--- config.mk ---
export PLATFORM = sky130hd
export DESIGN_NAME = synth_prog_if
export DESIGN_NICKNAME = d
export VERILOG_FILES = /design/src/rtl/synth_prog_pkg.sv /design/src/rtl/spb_line_cond.sv /design/src/rtl/spb_byte_slave.sv /design/src/rtl/spb_reg_bank.sv /design/src/rtl/synth_prog_if.sv
export SDC_FILE = /design/constraint.sdc
export NUM_CORES = 1
export LEC_CHECK = 0
export BUFFER_PORTS_ARGS = -buffer_cell sky130_fd_sc_hd__buf_4
export CAP_MARGIN = 20
export CORE_MARGIN = 10
export CORE_UTILIZATION = 55
export DETAILED_ROUTE_END_ITERATION = 7
export GPL_TIMING_DRIVEN = 0
export PLACE_DENSITY = 0.75
export SETUP_SLACK_MARGIN = 0.4
export SYNTH_ARGS = -nofsm -noshare
export SYNTH_HDL_FRONTEND = slang
export SYNTH_SLANG_ARGS = --single-unit
--- constraint.sdc ---
create_clock -name clk -period 2.55 [get_ports clk]
set_input_delay 0.3825 -clock clk [delete_from_list [all_inputs] [get_ports clk]]
set_output_delay 0.3825 -clock clk [all_outputs]
set_load 0.01 [all_outputs]
--- src/rtl/synth_prog_pkg.sv ---
package synth_prog_pkg;
  localparam int RATIO_W = 17;

  typedef enum logic [1:0] {
    BUS_IDLE,
    BUS_ADDR,
    BUS_DATA,
    BUS_SKIP
  } bus_state_e;

  typedef enum logic [1:0] {
    SLOT_STEER,
    SLOT_AFTER_HI,
    SLOT_AFTER_CA
  } slot_e;

  typedef enum logic [1:0] {
    KIND_HI,
    KIND_LO,
    KIND_CA,
    KIND_CB
  } byte_kind_e;
endpackage

--- src/rtl/spb_line_cond.sv ---
module spb_line_cond #(
  parameter int SYNC_STAGES = 2
) (
  input  logic clk,
  input  logic rst,
  input  logic scl_in,
  input  logic sda_in,
  output logic scl_lvl,
  output logic sda_lvl,
  output logic scl_rise,
  output logic scl_fall,
  output logic start_det,
  output logic stop_det
);
  localparam int LINES = 2;
  localparam int TOP = SYNC_STAGES - 1;

  logic [LINES-1:0] raw;
  logic [LINES-1:0] synced;
  logic scl_q, sda_q;

  assign raw = {scl_in, sda_in};

  genvar g;
  generate
    for (g = 0; g < LINES; g++) begin : g_sync
      logic [SYNC_STAGES-1:0] chain;
      if (SYNC_STAGES > 1) begin : g_multi
        always_ff @(posedge clk) begin
          if (rst) chain <= '1;
          else     chain <= {chain[SYNC_STAGES-2:0], raw[g]};
        end
      end else begin : g_single
        always_ff @(posedge clk) begin
          if (rst) chain <= '1;
          else     chain <= raw[g];
        end
      end
      assign synced[g] = chain[TOP];
    end
  endgenerate

  assign scl_lvl = synced[1];
  assign sda_lvl = synced[0];

  always_ff @(posedge clk) begin
    if (rst) begin
      scl_q <= 1'b1;
      sda_q <= 1'b1;
    end else begin
      scl_q <= scl_lvl;
      sda_q <= sda_lvl;
    end
  end

  assign scl_rise  = scl_lvl & ~scl_q;
  assign scl_fall  = ~scl_lvl & scl_q;
  assign start_det = scl_lvl & scl_q & sda_q & ~sda_lvl;
  assign stop_det  = scl_lvl & scl_q & ~sda_q & sda_lvl;
endmodule

--- src/rtl/spb_byte_slave.sv ---
module spb_byte_slave
  import synth_prog_pkg::*;
#(
  parameter logic [4:0] DEV_BASE = 5'b11000
) (
  input  logic       clk,
  input  logic       rst,
  input  logic       sda_lvl,
  input  logic       scl_rise,
  input  logic       scl_fall,
  input  logic       start_det,
  input  logic       stop_det,
  input  logic [1:0] addr_sel,
  output logic       sda_oe,
  output logic       byte_stb,
  output logic [7:0] byte_val,
  output logic       xfer_start,
  output logic       skipping
);
  localparam int BITS = 8;
  localparam int CNT_W = $clog2(BITS + 1);
  localparam logic [CNT_W-1:0] LAST = CNT_W'(BITS);

  bus_state_e       state;
  logic [CNT_W-1:0] bitcnt;
  logic             ack_ph;
  logic [7:0]       shreg;
  logic             addr_ok;

  assign addr_ok  = (shreg[7:1] == {DEV_BASE, addr_sel}) && !shreg[0];
  assign skipping = (state == BUS_SKIP);

  always_ff @(posedge clk) begin
    if (rst) begin
      state      <= BUS_IDLE;
      bitcnt     <= '0;
      ack_ph     <= 1'b0;
      shreg      <= '0;
      sda_oe     <= 1'b0;
      byte_stb   <= 1'b0;
      byte_val   <= '0;
      xfer_start <= 1'b0;
    end else begin
      byte_stb   <= 1'b0;
      xfer_start <= 1'b0;
      if (start_det) begin
        state      <= BUS_ADDR;
        bitcnt     <= '0;
        ack_ph     <= 1'b0;
        sda_oe     <= 1'b0;
        xfer_start <= 1'b1;
      end else if (stop_det) begin
        state  <= BUS_IDLE;
        bitcnt <= '0;
        ack_ph <= 1'b0;
        sda_oe <= 1'b0;
      end else if (state == BUS_ADDR || state == BUS_DATA) begin
        if (scl_rise && !ack_ph && bitcnt != LAST) begin
          shreg  <= {shreg[6:0], sda_lvl};
          bitcnt <= bitcnt + 1'b1;
        end else if (scl_fall && ack_ph) begin
          ack_ph <= 1'b0;
          sda_oe <= 1'b0;
          bitcnt <= '0;
          if (state == BUS_ADDR) state <= BUS_DATA;
        end else if (scl_fall && bitcnt == LAST) begin
          if (state == BUS_ADDR) begin
            if (addr_ok) begin
              ack_ph <= 1'b1;
              sda_oe <= 1'b1;
            end else begin
              state <= BUS_SKIP;
            end
          end else begin
            ack_ph   <= 1'b1;
            sda_oe   <= 1'b1;
            byte_stb <= 1'b1;
            byte_val <= shreg;
          end
        end
      end
    end
  end
endmodule

--- src/rtl/spb_reg_bank.sv ---
module spb_reg_bank
  import synth_prog_pkg::*;
(
  input  logic               clk,
  input  logic               rst,
  input  logic               byte_stb,
  input  logic [7:0]         byte_val,
  input  logic               xfer_start,
  input  logic               stop_det,
  output logic [RATIO_W-1:0] div_ratio,
  output logic               prescaler_on,
  output logic [3:0]         ref_sel,
  output logic [1:0]         pump_cur,
  output logic               osc_en,
  output logic               osc_sel,
  output logic [3:0]         port_out,
  output logic               commit_req
);
  slot_e              slot;
  byte_kind_e         kind;
  logic [RATIO_W-1:0] shadow;
  logic               got_lo, got_hi, got_div;

  always_comb begin
    unique case (slot)
      SLOT_AFTER_HI: kind = KIND_LO;
      SLOT_AFTER_CA: kind = KIND_CB;
      default:       kind = byte_val[7] ? KIND_CA : KIND_HI;
    endcase
  end

  always_ff @(posedge clk) begin
    if (rst) begin
      slot         <= SLOT_STEER;
      shadow       <= '0;
      div_ratio    <= '0;
      prescaler_on <= 1'b0;
      ref_sel      <= '0;
      pump_cur     <= '0;
      osc_en       <= 1'b0;
      osc_sel      <= 1'b0;
      port_out     <= '0;
      got_lo       <= 1'b0;
      got_hi       <= 1'b0;
      got_div      <= 1'b0;
      commit_req   <= 1'b0;
    end else begin
      commit_req <= 1'b0;
      if (commit_req) div_ratio <= shadow;
      if (xfer_start) begin
        slot <= SLOT_STEER;
      end else if (stop_det) begin
        slot       <= SLOT_STEER;
        commit_req <= got_div;
        got_lo     <= 1'b0;
        got_hi     <= 1'b0;
        got_div    <= 1'b0;
      end else if (byte_stb) begin
        unique case (kind)
          KIND_HI: begin
            shadow[14:8] <= byte_val[6:0];
            slot         <= SLOT_AFTER_HI;
            got_lo       <= 1'b1;
            got_div      <= 1'b1;
          end
          KIND_LO: begin
            shadow[7:0] <= byte_val;
            slot        <= SLOT_STEER;
            if (got_hi) begin
              commit_req <= 1'b1;
              got_lo     <= 1'b0;
              got_hi     <= 1'b0;
              got_div    <= 1'b0;
            end else begin
              got_lo  <= 1'b1;
              got_div <= 1'b1;
            end
          end
          KIND_CA: begin
            shadow[16:15] <= byte_val[6:5];
            prescaler_on  <= byte_val[4];
            ref_sel       <= byte_val[3:0];
            slot          <= SLOT_AFTER_CA;
            got_hi        <= 1'b1;
            got_div       <= 1'b1;
          end
          default: begin
            pump_cur <= byte_val[7:6];
            osc_en   <= byte_val[5];
            osc_sel  <= byte_val[4];
            port_out <= byte_val[3:0];
            slot     <= SLOT_STEER;
            if (got_lo) begin
              commit_req <= 1'b1;
              got_lo     <= 1'b0;
              got_hi     <= 1'b0;
              got_div    <= 1'b0;
            end else begin
              got_hi <= 1'b1;
            end
          end
        endcase
      end
    end
  end
endmodule

--- src/rtl/synth_prog_if.sv ---
module synth_prog_if
  import synth_prog_pkg::*;
#(
  parameter int         SYNC_STAGES = 2,
  parameter logic [4:0] DEV_BASE    = 5'b11000
) (
  input  logic               clk,
  input  logic               rst,
  input  logic               scl_in,
  input  logic               sda_in,
  input  logic [1:0]         addr_sel,
  output logic               sda_oe,
  output logic [RATIO_W-1:0] div_ratio,
  output logic               prescaler_on,
  output logic [3:0]         ref_sel,
  output logic [1:0]         pump_cur,
  output logic               osc_en,
  output logic               osc_sel,
  output logic [3:0]         port_out
);
  logic       scl_lvl, sda_lvl, scl_rise, scl_fall, start_det, stop_det;
  logic       byte_stb, xfer_start, skipping, commit_req;
  logic [7:0] byte_val;

  spb_line_cond #(.SYNC_STAGES(SYNC_STAGES)) u_line (
    .clk(clk), .rst(rst), .scl_in(scl_in), .sda_in(sda_in),
    .scl_lvl(scl_lvl), .sda_lvl(sda_lvl), .scl_rise(scl_rise),
    .scl_fall(scl_fall), .start_det(start_det), .stop_det(stop_det)
  );

  spb_byte_slave #(.DEV_BASE(DEV_BASE)) u_slave (
    .clk(clk), .rst(rst), .sda_lvl(sda_lvl), .scl_rise(scl_rise),
    .scl_fall(scl_fall), .start_det(start_det), .stop_det(stop_det),
    .addr_sel(addr_sel), .sda_oe(sda_oe), .byte_stb(byte_stb),
    .byte_val(byte_val), .xfer_start(xfer_start), .skipping(skipping)
  );

  spb_reg_bank u_bank (
    .clk(clk), .rst(rst), .byte_stb(byte_stb), .byte_val(byte_val),
    .xfer_start(xfer_start), .stop_det(stop_det), .div_ratio(div_ratio),
    .prescaler_on(prescaler_on), .ref_sel(ref_sel), .pump_cur(pump_cur),
    .osc_en(osc_en), .osc_sel(osc_sel), .port_out(port_out),
    .commit_req(commit_req)
  );
endmodule

Word-level counts from Yosys, hierarchy flattened

Index checks and enable logic that the tools add are counted.

Add/subtract/negate cells: 1
Bitwise gates (word level): 20
Reductions and logical operators: 35
Muxes and demuxes: 37
Equal/unequal tests: 15

Operators by type and width:

| kind                | number |
|---|---|
| $reduce_and 4->1    | 6 |
| $mux 1              | 23 |
| $not 1->1           | 13 |
| $mux 2              | 6 |
| $reduce_and 5->1    | 2 |
| $reduce_and 3->1    | 3 |
| $reduce_or 3->1     | 3 |
| $mux 4              | 2 |
| $ne 4x4->1 const B  | 2 |
| $pmux 2 s2          | 2 |
| $reduce_bool 4->1   | 2 |
| $and 1x1->1         | 7 |
| $eq 7x7->1          | 1 |
| $reduce_and 7->1    | 1 |
| $reduce_or 7->1     | 1 |
| $eq 2x1->1 const B  | 3 |
| $eq 2x2->1 const B  | 3 |
| $ne 2x2->1 const B  | 3 |
| $pmux 1 s3          | 2 |
| $reduce_bool 2->1   | 3 |
| $reduce_bool 3->1   | 2 |
| $logic_and 1x1->1   | 5 |
| $add 4x1->4 const B | 1 |
| $eq 4x4->1 const B  | 1 |
| 8 further kinds     | 11 |

Logic and storage cells: 135
Input port bits: 6
Register bits after elaboration: 84
Output and inout bits: 31

Logic depth before layout (Yosys ltp)

Gate-level depths: netlist of run 1.

Depth after elaboration: 10
Gate-level depth with buffers: 7
Depth with buffers taken out: 6

Cells and area by module

A second synthesis of run 1 with hierarchy kept.

Cells, all modules: 356
Area, all modules: 3450.8 um2

By module, submodules not included:

| module         | seq. area each (um2) | instances | area an instance (um2) | cells each |
|---|---|---|---|---|
| spb_reg_bank   | 1061.0               | 1         | 2133.3                 | 220 |
| spb_byte_slave | 500.5                | 1         | 1127.3                 | 120 |
| spb_line_cond  | 120.1                | 1         | 190.2                  | 16 |

Least setup slack after synthesis of run 1

Ideal clock, no wire load.

Kind: reg-to-reg
Start: register u_slave.state[1]
End: register u_slave.byte_val[7]
Arrival time: 1.784 ns
Stages on the path, launching flop included: 8
Setup slack: 0.639 ns
Clock period less this slack: 1.911 ns
Path through: dfxtp_1 inv_1 ha_1 or3b_1 nor4_1 buf_2 mux2i_1 nor2_1

Longest elaborated chain between the ends: 3

Ends and longest elaborated chain:

| element                                              | RTL line                                   | source |
|---|---|---|
| start: declaration                                   | spb_byte_slave.sv:24                       | `bus_state_e state;` |
| start signal: assignment                             | spb_byte_slave.sv:35                       | `state <= BUS_IDLE;` |
| start signal: assignment                             | spb_byte_slave.sv:47                       | `state <= BUS_ADDR;` |
| start signal: assignment                             | spb_byte_slave.sv:53                       | `state <= BUS_IDLE;` |
| $eq 2x1->1 / $eq 2x2->1 (equally long branches)      | spb_byte_slave.sv:57, spb_byte_slave.sv:67 |  |
| $logic_or 1x1->1 / $not 1->1 (equally long branches) | --                                         |  |
| $reduce_and 7->1 (no source line) (*)                | --                                         |  |
| end signal: assignment                               | spb_byte_slave.sv:78                       | `byte_val <= shreg;` |
| end: declaration                                     | spb_byte_slave.sv:16                       | `output logic [7:0] byte_val,` |

Mark *: on every way between the ends. The rest lies on a longest branch, timed or not.
A chain may end at the register's enable or synchronous reset.

Worst setup path in the final report of run 1

Start: register u_slave.state[1]
End: register u_slave.byte_val[4]

Same word-level chain as after synthesis.

==> results by group, run 1 <==
Placed design
  • Final Wtd Congestion: 0.841
  • Port Buf Inserts: 35
  • DPL Wire Length: 4850 microns

Global routing
  • GR Util All Layers: 14.6%
  • Initial antenna violation count: 0
  • Grt ovf: 0
  • Vias in the first global route: ~2.3k
  • First-pass GRT wire length: 11,500 microns
  • Pin count of the biggest net entering global routing: 16

Clock network
  • Clk Latency, worst-skew pair: 0.36 ns
  • Inserted Clock Buffers: 9
  • Post-CTS Hold Buffers: 0
  • Setup Buffers After CTS: 0
  • Deepest clock path buffer count: 2
  • Clock root cell: clkbuf_8
  • Clk slew on worst S/H paths: 0.09 ns
  • CTS tree: yes
  • Htree depth: 3
  • Clk sinks: 84

Setup path
  • R2r setup slk: ~0.53 ns
  • CP Capture Point: u_slave.byte_val[4]
  • CP startpoint kind: register
  • WP buf/inv: 2
  • Biggest cell delay along the critical path: between 0.4 and 0.5 ns
  • Reg-to-Reg Start: u_slave.state[1]
  • CP endpoint kind: register
  • Worst reg-to-reg path cell count: 7
  • Crit. Startpoint: u_slave.state[1]
  • CP max-delay cell: or3b_1
  • Worst path cell trace: inv_1 > ha_1 > or3b_1 > nor4_4 > buf_2 > mux2i_1 > nor2_1
  • Crit path DAT: 2.27 ns
  • Critical path's top delay family: simple AND/OR/NAND/NOR gates
  • Worst path required time: 2.79 ns
  • CP Class: reg -> reg
  • Worst R2R End: u_slave.byte_val[4]
  • Max FO, Critical Path: 6
  • WP depth: 7

Logic synthesis
  • Ys Warns: 0
  • Post-synthesis area per instance: 9.99 sq um
  • Dominant synthesized flop cell: dfxtp_1
  • Synth Register Bits: 84
  • Largest cells by area after synthesis: dfxtp_1 51%, mux2i_1 20%, nor2_1 8.5%
  • Distinct cells, synth: around 40
  • Register area share after synthesis: 51.0%
  • Yosys top cell area share: about half
  • Post-synth EDFFs: 0
  • Post-Synthesis Cells: 330
  • Synth async-reset ratio: 0%
  • Post-Synthesis Cell Area: 3300 sq um
  • Cell taking the most area after synthesis: dfxtp_1
  • Syn Nets: 342

Cells and area
  • Antenna diode instance count: 0
  • Final Core Density: about two thirds
  • Share of cells above drive strength 1: around 18%
  • Synth-to-layout area growth: 17.1%
  • Layout Nets: around 390

Floorplan
  • Initial Util: 56.0%
  • Core area: 5890 sq um
  • Die Width: just under 100 microns
  • Rows: 28
  • I/O pin total: 37
  • Die H: 97.4 microns
  • Die Footprint: 9490 sq um

STA
  • Final worst-path cycle share: 79.4%
  • RSZ-0062 raised after global routing: no
  • Setup violations, final: 0
  • Setup Skew: 0.00829 ns
  • Final Hold Vio Count: 0
  • Max-slew headroom: 42.7%
  • Final period demand of the worst path: 2.02 ns
  • Setup TNS: 0 ns
  • Least-Margin Pin Slew: 0.853 ns
  • Max Fclk: 494 MHz
  • Fin. max-slew vios: 0

Routing
  • Via Count: 2,348
  • Total wire length: between 6000 and 7000 microns
  • Initial DRT Pass Iterations: 4
  • DR iter-0 viols: 75
  • Routed Antenna Nets: 0
  • Avg Vias per Cell: 5.14
  • Average wire per cell in the routed design: approximately 15 microns
  • Residual DRC: 0

Run status
  • Run status: complete, no violations

Pwr
  • Pleak: 1.54 nW
  • Maximum vdd ir drop: 0.000469 V
  • Power Density: 574 nW/um^2

Job
  • Max Cap Viol: 0

Hold path
  • Hold WC Path Type: in -> reg
-- per-stage QoR --
stage	std cells	instance area, sq um	setup WS, ns	hold slack, ns	total power, mW
2_1_floorplan	330	3300	0.639	0.389	1.38
3_3_place_gp	440	3650	0.387	0.392	1.40
3_5_place_dp	440	3650	0.363	0.392	1.40
4_1_cts	457	3850	0.400	0.207	2.23
5_1_grt	457	3860	0.409	0.202	2.29
6_report	457	3860	0.526	0.209	2.22
-- report_power, final --
part / switching (mW) / leakage [nW] / internal [mW] / total (mW)
Combinational: 0.0326 / 0.790 / 0.0173 / 0.0499
Sequential: 0.00344 / 0.677 / 1.31 / 1.32
Clock: 0.490 / 0.0755 / 0.360 / 0.850
-- sequential cells by signal (all words and copies together), names as in the netlist, 2 cells and up --
register             count
u_slave.shreg            8
u_bank.pump_cur          2
u_bank.slot              2
u_bank.shadow           17
u_bank.ref_sel           4
u_bank.port_out          4
u_line.g_sync.chain      4
u_slave.bitcnt           4
u_bank.div_ratio        17
u_slave.state            2
u_slave.byte_val         8
-- how the worst min path moves through the flow --
stage / from / to / slack, ns / cells past startpoint
finish: scl_in / u_line.g_sync[1].chain[0] / 0.21 / 2
global route: sda_in / u_line.g_sync[0].chain[0] / 0.20 / 2
CTS: sda_in / u_line.g_sync[0].chain[0] / 0.21 / 2
detailed placement: u_line.g_sync[0].chain[0] / u_line.g_sync[0].chain[1] / 0.39 / 1
global placement: u_line.g_sync[0].chain[0] / u_line.g_sync[0].chain[1] / 0.39 / 1
floorplan: u_line.g_sync[0].chain[0] / u_line.g_sync[0].chain[1] / 0.39 / 1
-- cell type report --
type / count / area [sq um]
fillers: 496 / 2020
flip-flops and latches: 84 / 1680
multi-input cells: 221 / 1540
repair buffers: 36 / 268
clock buffers: 10 / 128
well taps: 75 / 93.8
plain buffers: 17 / 76.3
clock inverters: 6 / 47.5
inverters: 8 / 30.0
-- cells by family after synthesis --
logic type	after synthesis	synth area share [%]
DFF	84	51.0
xor gates and xnor gates	4	1.06
buffers and inverters	25	3.04
AOI/OAI and AO/OA	23	4.44
adders and majority gates	6	2.28
muxes	66	20.0
and+or+nand+nor	122	18.2
-- per-layer routing --
metal	track usage, %	vias to the layer above	part of all wire, %
li1	-	1217	-
met1	18.2	1084	48
met2	23.2	35	47
met3	4.41	12	3.6
met4	5.03	0	1.6
met5	0	-	0
-- synth_stat cells (3+ instances only) --
master / count
nand2_1: 8
inv_1: 6
xnor2_1: 3
dfxtp_1: 84
ha_1: 6
nor4b_1: 3
nor2b_1: 4
o21ai_0: 5
clkbuf_1: 13
or2_2: 6
nor2_1: 75
nand3_1: 5
a21oi_1: 7
mux2i_1: 66
-- cell usage in the layout (no fill, tap or decap), types with 2 or more instances in the layout --
| cell | count |
|---|---|
| clkbuf_8 | 9 |
| inv_1 | 6 |
| nand2_1 | 8 |
| dfxtp_1 | 84 |
| buf_4 | 36 |
| buf_2 | 2 |
| ha_1 | 6 |
| a21oi_1 | 7 |
| nor4_4 | 2 |
| clkinvlp_4 | 4 |
| or3_1 | 2 |
| a211oi_1 | 2 |
| and3b_1 | 2 |
| or4_1 | 2 |
| inv_2 | 2 |
| nand3b_1 | 2 |
| xnor2_1 | 3 |
| a221oi_1 | 2 |
| clkbuf_1 | 14 |
| or2_2 | 6 |
| nor2b_1 | 4 |
| nand3_1 | 5 |
| nor4b_1 | 3 |
| o21ai_0 | 5 |
| mux2i_1 | 66 |
| nor3_1 | 2 |
| nand2b_1 | 2 |
| a21boi_0 | 2 |
| nand4b_1 | 2 |
| nor2_1 | 75 |
| inv_6 | 2 |
-- timing repair --
action | CTS | global route
pin swaps | 0 | 1
resized for setup | 4 | 2
endpoints found under the setup margin | 8 | 12
cloned | 1 | 0
Note: power is estimated with default switching activity, not from simulation.
==> run 2: changes to the inputs <==
==> constraint.sdc (replaced) <==
create_clock -name clk -period 1.9 [get_ports clk]
set_input_delay 0.285 -clock clk [delete_from_list [all_inputs] [get_ports clk]]
set_output_delay 0.285 -clock clk [all_outputs]
set_load 0.01 [all_outputs]
==> run 2 against run 1 <==
Against the previous run: count of clock-buffer cells in the layout unchanged; critical path depth is 2 lower; critical endpoint is now u_slave.bitcnt[3]; hold slack worse by 0.10 ns; routed wire length rose by 19%; highest routed layer unchanged; utilization rose by 7.7 points.
==> results by group, run 2 (synthesized netlist as in run 1, its figures left out) <==
Setup path
  • Worst reg-to-reg path cell count: 5 (-2)
  • Crit path DAT: 2.12 ns (-0.15 ns)
  • CP Class: reg -> reg
  • Worst path required time: 2.19 ns (-0.60 ns)
  • CP Capture Point: u_slave.bitcnt[3]
  • Reg-to-Reg Start: u_line.g_sync[1].chain[1]
  • CP startpoint kind: register
  • R2r setup slk: 0.07 ns (-0.46 ns)
  • Worst R2R End: u_slave.bitcnt[3]
  • CP endpoint kind: register
  • Max FO, Critical Path: 3 (-3)
  • Crit. Startpoint: u_line.g_sync[1].chain[1]

Routing
  • Initial DRT Pass Iterations: 4 (unchanged)
  • Total wire length: 8190 microns (+19%)
  • Routed Antenna Nets: 0 (unchanged)
  • Average wire per cell in the routed design: 17.0 microns (+13%)
  • Via Count: 2,591 (+10%)
  • Residual DRC: 0 (unchanged)
  • Avg Vias per Cell: 5.38 (+4.6%)
  • DR iter-0 viols: 100 (+33%)

Clock network
  • Clk sinks: 84 (unchanged)
  • Htree depth: 3 (unchanged)
  • Deepest clock path buffer count: 2 (unchanged)
  • Post-CTS Hold Buffers: 0 (unchanged)
  • CTS tree: yes
  • Clk Latency, worst-skew pair: 0.36 ns (about the same)
  • Clk slew on worst S/H paths: 0.08 ns (about the same)
  • Inserted Clock Buffers: 9 (unchanged)
  • Clock root cell: clkbuf_8

STA
  • Setup violations, final: 0 (unchanged)
  • RSZ-0062 raised after global routing: yes
  • Setup WS post-layout: 0.0685 ns (-0.457 ns)
  • Final Hold Vio Count: 0 (unchanged)
  • Final period demand of the worst path: 1.83 ns (-0.193 ns)
  • Final worst-path cycle share: 96.4% (+17 points)
  • Least-Margin Pin Slew: 0.575 ns (-0.278 ns)
  • WHS: 0.106 ns (-0.103 ns)
  • Setup Skew: 0.0116 ns (+0.00328 ns)
  • Max Fclk: 546 MHz (+11%)
  • Max-slew headroom: 61.7% (+19 points)
  • Fin. max-slew vios: 0 (unchanged)

Cells and area
  • Layout Nets: 414 (+6.4%)
  • Antenna diode instance count: 0 (unchanged)
  • Share of cells above drive strength 1: 31.9% (+14 points)
  • Top flop regs: u_bank.div_ratio (17), u_bank.shadow (17)
  • Commonest non-fill, non-tap cell in the layout: dfxtp_1
  • Synth-to-layout area growth: 30.9%
  • # fillers: 417 (-16%)
  • Most frequent cells in the layout: 77 x dfxtp_1, 74 x nor2_1, 63 x mux2i_1

Pwr
  • Sequential share of power: 58.5% (-0.9 points)
  • Clock share of power: 38.4% (about the same)
  • Maximum vdd ir drop: 0.000549 V (+17%)
  • Pleak: 1.73 nW (+12%)
  • Switching power: 0.740 mW (+41%)
  • Power Density: 701 nW/um^2 (+22%)
  • Combinational power share: 3.1% (+0.9 points)
  • Sw frac: 24.4% (+0.75 points)
  • Internal power: 2.29 mW (+35%)

Global routing
  • Vias in the first global route: 2,473 (+7.9%)
  • First-pass GRT wire length: 12,400 microns (+8.2%)
  • GR Util All Layers: 15.8% (+1.3 points)
  • Pin count of the biggest net entering global routing: 16 (unchanged)
  • Initial antenna violation count: 0 (unchanged)
  • Grt ovf: 0 (unchanged)

Floorplan
  • Initial Util: 56.0% (unchanged)
  • Rows: 28 (unchanged)
  • Die H: 97.4 microns (unchanged)
  • Die Footprint: 9490 sq um (unchanged)
  • I/O pin total: 37 (unchanged)
  • Core area: 5890 sq um (unchanged)
  • Die Width: 97.4 microns (unchanged)

Hold path
  • Hold WC Path Type: in -> reg
  • Min-delay src: sda_in

Placed design
  • DPL Wire Length: 4950 microns (+2.1%)
  • Worst slack at placement: 0.00651 ns (-0.357 ns)
  • Final Wtd Congestion: 0.823 (-2.2%)
  • Port Buf Inserts: 35 (unchanged)

Run status
  • Run status: complete, no violations

Job
  • Max Cap Viol: 0 (unchanged)
==> run 2: cell count changes in the layout (fill, tap and decap cells not counted), moves of 3 or more <==
cell | before | now
buf_6 | 1 | 11
nand3_1 | 5 | 2
nand2_1 | 8 | 5
ha_1 | 6 | 3
clkbuf_2 | 0 | 3
dfxtp_2 | 0 | 7
buf_4 | 36 | 52
mux2i_2 | 0 | 3
clkbuf_1 | 14 | 10
mux2i_1 | 66 | 63
nand3_4 | 0 | 3
dfxtp_1 | 84 | 77
==> run 2: timing repair <==
action | CTS | global route
pin swaps | 4 | 11
gates resized for setup | 31 | 27
endpoints found under the hold margin | 0 | 0
endpoints found under the setup margin | 66 | 57
gates cloned | 2 | 0
setup buffers | 15 | 9
==> run 2: final cells by class <==
| class | instances | area [sq um] | area share (%) |
|---|---|---|---|
| Sequential cell | 84 | 1690 | 39.2 |
| Clock inverter | 6 | 47.5 | 1.10 |
| Clock buffer | 10 | 128 | 2.96 |
| Tap cell | 75 | 93.8 | 2.17 |
| Timing Repair Buffer | 61 | 509 | 11.8 |
| Multi-Input combinational cell | 221 | 1720 | 39.8 |
| Buffer | 17 | 98.8 | 2.29 |
| Inverter | 8 | 30.0 | 0.696 |
==> run 2: per-layer routing <==
layer  track usage [%]  wire length (microns)  vias up
li1                  -                      -     1273
met1              19.7                   3720     1243
met2              24.9                   3960       60
met3              4.34                    362       15
met4              6.82                    144        0
met5                 0                      0        -
==> run 2: how the worst min path moves through the flow <==
stage                                            to  slack [ns]  cells after the start
final                     u_line.g_sync[0].chain[0]        0.11                      2
after global routing      u_line.g_sync[0].chain[0]        0.11                      2
after CTS                 u_line.g_sync[0].chain[0]        0.11                      2
after detailed placement  u_line.g_sync[0].chain[1]        0.40                      1
after global placement    u_line.g_sync[1].chain[1]        0.39                      1
after floorplan           u_line.g_sync[0].chain[0]        0.39                      1
==> run 2: power by group through the flow <==
stage	clock network, mW	logic (mW)	registers [mW]
after floorplan	0	0.0457	1.81
after global placement	0	0.0685	1.81
after detailed placement	0	0.0699	1.81
after CTS	1.16	0.0807	1.77
after global routing	1.23	0.100	1.77
final	1.16	0.0927	1.77
==> run 2: through the flow <==
stage	TNS, ns	util, %	cells	area [sq um]	power (mW)
after floorplan	0	-	330	3360	1.86
after global placement	-0.00939	63.1	440	3710	1.88
after detailed placement	0	63.1	440	3710	1.88
after CTS	0	70.6	473	4150	3.01
after global routing	0	73.3	482	4320	3.11
final	0	73.3	482	4320	3.03
==> run 2: worst max-delay path, stage by stage (launching register included) <==
cell,delay [ns]
dfxtp_2,0.33
buf_6,0.09
or3b_4,0.37
or4_1,0.42
or4_1,0.42
a31oi_1,0.13
